--- src/rtl/cdg_pkg.sv ---
package cdg_pkg;

    typedef enum logic [0:0] {
        SLOT_EMPTY    = 1'b0,
        SLOT_OCCUPIED = 1'b1
    } slot_state_e;

    typedef struct packed {
        logic pwr_en;
        logic card_rst_n;
        logic bus_float;
    } card_drive_t;

    localparam card_drive_t DRIVE_SAFE   = '{pwr_en: 1'b0, card_rst_n: 1'b0, bus_float: 1'b1};
    localparam card_drive_t DRIVE_ACTIVE = '{pwr_en: 1'b1, card_rst_n: 1'b1, bus_float: 1'b0};

endpackage

--- src/rtl/cdg_sampler.sv ---
module cdg_sampler #(
    parameter int N_LINES = 2
) (
    input  logic               clk,
    input  logic               rst_n,
    input  logic               tick_i,
    input  logic [N_LINES-1:0] cd_n_i,
    output logic               absent_o,
    output logic               present_o
);

    localparam logic [N_LINES-1:0] NO_CARD_PATTERN = '1;

    logic [N_LINES-1:0] prev_q;
    logic               agree;

    always_ff @(posedge clk or negedge rst_n) begin
        if (!rst_n) begin
            prev_q <= NO_CARD_PATTERN;
        end else if (tick_i) begin
            prev_q <= cd_n_i;
        end
    end

    always_comb begin
        agree     = tick_i && (cd_n_i == prev_q);
        absent_o  = agree && (|cd_n_i);
        present_o = agree && !(|cd_n_i);
    end

    AST_PREV_HOLD: assert property (@(posedge clk) disable iff (!rst_n)
        !tick_i |=> $stable(prev_q)) else $error("prev sample moved off tick");

    AST_FIRST_NEEDS_MATCH: assert property (@(posedge clk) disable iff (!rst_n)
        (tick_i && (cd_n_i != prev_q)) |=> (prev_q == $past(cd_n_i))) else $error("sample not stored");

endmodule

--- src/rtl/cdg_slot_fsm.sv ---
module cdg_slot_fsm
    import cdg_pkg::*;
(
    input  logic        clk,
    input  logic        rst_n,
    input  logic        absent_i,
    input  logic        present_i,
    input  logic        init_done_i,
    output logic        no_card_o,
    output logic        not_init_o,
    output card_drive_t drive_o
);

    slot_state_e state_q, state_d;
    logic        not_init_q;

    always_ff @(posedge clk or negedge rst_n) begin
        if (!rst_n) begin
            state_q <= SLOT_EMPTY;
        end else begin
            state_q <= state_d;
        end
    end

    always_comb begin
        state_d = state_q;
        unique case (state_q)
            SLOT_EMPTY:    if (present_i) state_d = SLOT_OCCUPIED;
            SLOT_OCCUPIED: if (absent_i)  state_d = SLOT_EMPTY;
            default:       state_d = SLOT_EMPTY;
        endcase
    end

    always_ff @(posedge clk or negedge rst_n) begin
        if (!rst_n) begin
            not_init_q <= 1'b1;
        end else if (absent_i) begin
            not_init_q <= 1'b1;
        end else if (init_done_i && state_q == SLOT_OCCUPIED) begin
            not_init_q <= 1'b0;
        end
    end

    always_comb begin
        unique case (state_q)
            SLOT_EMPTY: begin
                no_card_o = 1'b1;
                drive_o   = DRIVE_SAFE;
            end
            SLOT_OCCUPIED: begin
                no_card_o = 1'b0;
                drive_o   = DRIVE_ACTIVE;
            end
            default: begin
                no_card_o = 1'b1;
                drive_o   = DRIVE_SAFE;
            end
        endcase
        not_init_o = not_init_q;
    end

    AST_ABSENT_FLAGS: assert property (@(posedge clk) disable iff (!rst_n)
        absent_i |=> (no_card_o && not_init_o)) else $error("absence not flagged");

    AST_PRESENT_KEEPS_INIT: assert property (@(posedge clk) disable iff (!rst_n)
        (present_i && !init_done_i) |=> (!no_card_o && not_init_o == $past(not_init_o))) else $error("presence touched init flag");

    AST_INIT_NEEDS_CARD: assert property (@(posedge clk) disable iff (!rst_n)
        (init_done_i && no_card_o) |=> not_init_o) else $error("init cleared without card");

endmodule

--- src/rtl/cdg_timeout.sv ---
module cdg_timeout #(
    parameter int W = 8
) (
    input  logic         clk,
    input  logic         rst_n,
    input  logic         tick_i,
    input  logic         load_i,
    input  logic [W-1:0] value_i,
    output logic [W-1:0] count_o
);

    localparam logic [W-1:0] ZERO = '0;
    localparam logic [W-1:0] ONE  = W'(1);

    logic [W-1:0] count_q;

    always_ff @(posedge clk or negedge rst_n) begin
        if (!rst_n) begin
            count_q <= ZERO;
        end else if (load_i) begin
            count_q <= value_i;
        end else if (tick_i && count_q != ZERO) begin
            count_q <= count_q - ONE;
        end
    end

    assign count_o = count_q;

    AST_TMO_LOAD: assert property (@(posedge clk) disable iff (!rst_n)
        load_i |=> (count_o == $past(value_i))) else $error("load lost");

    AST_TMO_STEP: assert property (@(posedge clk) disable iff (!rst_n)
        (tick_i && !load_i && count_o != ZERO) |=> (count_o == $past(count_o) - ONE)) else $error("bad decrement");

    AST_NO_UNDERFLOW: assert property (@(posedge clk) disable iff (!rst_n)
        (tick_i && !load_i && count_o == ZERO) |=> (count_o == ZERO)) else $error("counter wrapped");

    AST_TMO_IDLE: assert property (@(posedge clk) disable iff (!rst_n)
        (!tick_i && !load_i) |=> $stable(count_o)) else $error("counter moved off tick");

endmodule

--- src/rtl/card_presence_guard.sv ---
module card_presence_guard
    import cdg_pkg::*;
#(
    parameter int N_DETECT = 2,
    parameter int TMO_W    = 8
) (
    input  logic                clk,
    input  logic                rst_n,
    input  logic                tick_i,
    input  logic [N_DETECT-1:0] cd_n_i,
    input  logic                init_done_i,
    input  logic                tmo_load_i,
    input  logic [TMO_W-1:0]    tmo_value_i,
    output logic                no_card_o,
    output logic                not_init_o,
    output logic                pwr_en_o,
    output logic                card_rst_n_o,
    output logic                bus_float_o,
    output logic [TMO_W-1:0]    tmo_cnt_o
);

    logic        absent_evt;
    logic        present_evt;
    card_drive_t drive;

    cdg_sampler #(.N_LINES(N_DETECT)) sampler_i (
        .clk       (clk),
        .rst_n     (rst_n),
        .tick_i    (tick_i),
        .cd_n_i    (cd_n_i),
        .absent_o  (absent_evt),
        .present_o (present_evt)
    );

    cdg_slot_fsm slot_i (
        .clk         (clk),
        .rst_n       (rst_n),
        .absent_i    (absent_evt),
        .present_i   (present_evt),
        .init_done_i (init_done_i),
        .no_card_o   (no_card_o),
        .not_init_o  (not_init_o),
        .drive_o     (drive)
    );

    cdg_timeout #(.W(TMO_W)) timeout_i (
        .clk     (clk),
        .rst_n   (rst_n),
        .tick_i  (tick_i),
        .load_i  (tmo_load_i),
        .value_i (tmo_value_i),
        .count_o (tmo_cnt_o)
    );

    assign pwr_en_o     = drive.pwr_en;
    assign card_rst_n_o = drive.card_rst_n;
    assign bus_float_o  = drive.bus_float;

    AST_SAFE_ON_REMOVAL: assert property (@(posedge clk) disable iff (!rst_n)
        (tick_i && (|cd_n_i) && $past(tick_i) == 1'b0 && absent_evt) |=> (!pwr_en_o && !card_rst_n_o && bus_float_o)) else $error("socket not made safe");

    AST_SAFE_WHEN_EMPTY: assert property (@(posedge clk) disable iff (!rst_n)
        absent_evt |=> (no_card_o && !pwr_en_o && bus_float_o)) else $error("empty socket powered");

endmodule

--- config.mk ---
export PLATFORM = sky130hd
export DESIGN_NAME = card_presence_guard
export DESIGN_NICKNAME = d
export VERILOG_FILES = /design/src/rtl/cdg_pkg.sv /design/src/rtl/cdg_sampler.sv /design/src/rtl/cdg_slot_fsm.sv /design/src/rtl/cdg_timeout.sv /design/src/rtl/card_presence_guard.sv
export SDC_FILE = /design/constraint.sdc
export NUM_CORES = 1
export LEC_CHECK = 0
export BUFFER_PORTS_ARGS = -buffer_cell sky130_fd_sc_hd__buf_2
export CAP_MARGIN = 20
export CORE_MARGIN = 8
export CORE_UTILIZATION = 42
export DETAILED_ROUTE_END_ITERATION = 10
export PLACE_DENSITY = 0.7
export RECOVER_POWER = 100
export SLEW_MARGIN = 30
export SYNTH_ARGS = -nofsm -noshare
export SYNTH_HDL_FRONTEND = slang
export SYNTH_SLANG_ARGS = --single-unit
--- constraint.sdc ---
create_clock -name clk -period 2 [get_ports clk]
set_input_delay 0.3 -clock clk [delete_from_list [all_inputs] [get_ports clk]]
set_output_delay 0.3 -clock clk [all_outputs]
set_load 0.01 [all_outputs]
==> metrics.txt <==
Cells after Synth=77; Syn Area/Cell=9.80 um2; Worst Path Required=2200 ps; post-route ant nets=0; vias in the first global route=612; Placed Area=893 um2; Metal-1 WL=906 um; Final Setup Violations=0; initial antenna violation count=0; Critical Path Sink Type=register; switching share of power=34.8%; fmax=526 MHz; Fin Setup TNS=0 ps; worst path buffer plus inverter count=1; Slew Limit Fails=0; worst vdd ir=0.430 mV; Worst-Skew Late Latency=270 ps; Wirelength per Cell=13.8 um; RSZ-0062 raised after global routing=false; minimum clock period=1900 ps; metal2 WL=750 um; Post-synth EDFFs=0; DRC viols=0; Crit path depth=5; sequential share of the synthesized area=40.3%; Clk pwr share=22.2%; worst-margin pin slew=657 ps; drt total wl=1.78 mm; Worst EP arrival=2100 ps; Crit path largest cell delay=490 ps; Final Instance Area=916 um2; height of the die=58.4 um; Clock Skew=10.9 ps; Root Buffer=clkbuf_4; H-tree Lvls=1; port buffer count=27; Remaining Overflow, GRT=0; FFs w/ async S/R, synth=100%; CP delay by family, top=simple AND/OR/NAND/NOR gates; Placer Congestion=0.716; total CTS buffers=3; Reg power frac=46.8%; Place WS=95.6 ps; Net Sw Power=0.243 mW; Yosys warning count=0; met3 wire len=111 um; slew margin rel.=56.2%; power per cell area=762 nW/um2; Initial Util=44.2%; Lkg Pwr=0.365 nW; CTS Buffer Depth=2; CTS tree=yes; DR pass1 iterations=4; antenna cells=0; Max FO, Critical Path=5; most frequent cells in the layout=14 x clkbuf_1, 14 x buf_2, 9 x dfrtp_1; Net Count, Synth=94; Synth Register Bits=12; maxcap violations=0; CTS clk-pin slew, worst paths=80 ps; Core Region=1710 um2; Comb power frac=31.0%; Tot Pwr=0.698 mW; clock sinks=12; Die Area=3410 um2; Hold WC Path Type=in2reg; CP Cell Sequence=inv_1, ha_2, or4b_4, or4_1, nand3_1; Synth Flop Type=dfrtp_1; outcome=complete, no violations; Area Overhead vs Synth=21.4%; Die X=58.4 um; CP startpoint kind=register; slowest CP cell=or4b_4; Tot GR Track Use=11.0%; Final Hold Vio Count=0; final net count=122; post-DR vias/cell=5.30; largest net degree at the start of global routing=16; DRT iter0 DRCs=16; unique cell type count in the Yosys netlist=42; share of layout cells above drive strength 1=23.1%; Post-Syn Area=754 um2; Pint=0.455 mW; uppermost routed layer=met4; Final Cycle Share=95.0%; first-pass GRT wire length=2.89 mm; Post-DP HPWL=1.32 mm; setup ws final=99.5 ps; DR vias=684; WS Path Type=reg2reg; Top Ports=28; Min-Delay Path Depth=2; Reg2Reg Depth=5; Placement Rows=15
[cell usage after synthesis (all sizes together), types with 2 or more instances]
master / number / area [um2]
a21oi: 2 / 10.0
and2: 2 / 12.5
inv: 4 / 15.0
dfstp: 3 / 78.8
clkbuf: 2 / 7.51
ha: 2 / 25.0
nor3: 3 / 15.0
mux2: 2 / 22.5
or4b: 3 / 33.8
nand2b: 2 / 12.5
o41ai: 2 / 17.5
nor2: 5 / 18.8
buf: 3 / 20.0
nand2: 3 / 11.3
a31oi: 4 / 25.0
dfrtp: 9 / 225
or4: 2 / 15.0
o31a: 2 / 17.5
nor4b: 2 / 17.5
[metrics by stage]
step	hold slack, ps	utilization (%)	std cells
2_1_floorplan	4.41	-	77
3_3_place_gp	195	52.3	124
3_5_place_dp	197	52.3	124
4_1_cts	256	54.4	129
5_1_grt	280	53.6	129
6_report	260	53.6	129
[path summary, 6_finish.rpt]
check | startpoint | endpoint | slack, ps
setup / recovery | timeout_i.count_o[0] | timeout_i.count_o[0] | 100
hold / removal | tmo_value_i[6] | timeout_i.count_o[6] | 260
setup reg to reg | timeout_i.count_o[0] | timeout_i.count_o[0] | 100
hold reg to reg | timeout_i.count_o[3] | timeout_i.count_o[3] | 540
max in group asynchronous | rst_n | timeout_i.count_o[0] | 1010
min in group asynchronous | rst_n | timeout_i.count_o[4] | 560
[layer usage]
layer,vias up,GRT usage [%]
li1,348,-
met1,316,15.4
met2,18,14.8
met3,2,4.78
met4,0,2.10
met5,-,0
[repair_timing]
action / 4_1_cts / 5_1_grt
hold endpoints to repair: 9 / 0
buffers inserted: 0 / 0
endpoints found under the setup margin: 0 / 2
hold buffers: 1 / 0
gates resized for setup: 0 / 2
[area by class of cell]
class | count | area [um2]
Timing Repair Buffer | 28 | 129
Multi-Input combinational cell | 56 | 410
Tap cell | 25 | 31.3
Sequential cell | 12 | 304
Clock buffer | 4 | 26.3
Inverter | 4 | 15.0
Fill cell | 170 | 792
[flip-flops by register name, indices dropped and copies added, names as in the netlist, named ones only]
register	count
sampler_i.prev_q	2
timeout_i.count_o	8
slot_i.not_init_o	1
[power groups by stage]
stage	logic [mW]	registers [mW]	clock network, mW
after floorplan	0.140	0.344	0
after global placement	0.228	0.331	0
after detailed placement	0.230	0.333	0
after CTS	0.233	0.329	0.163
after global routing	0.242	0.334	0.170
final	0.216	0.326	0.155
[cell families (layout without fill, tap and decap cells)]
family	Yosys count	after routing	synth area share, %
XOR/XNOR	1	1	1.16
AND/OR/NAND/NOR	30	30	25.5
adder cells (fa/ha/maj)	2	2	3.32
AO/OA/AOI/OAI	21	21	21.1
buffers and inverters	9	36	5.64
flip-flops	12	12	40.3
multiplexers	2	2	2.98
[worst register-to-register path, cell delays in order, from the launching register on]
cell and delay [ps]:
dfrtp_1 410, inv_1 130, ha_2 210, or4b_4 490, or4_1 490, nand3_1 100
(Power assumes the default switching activity.)
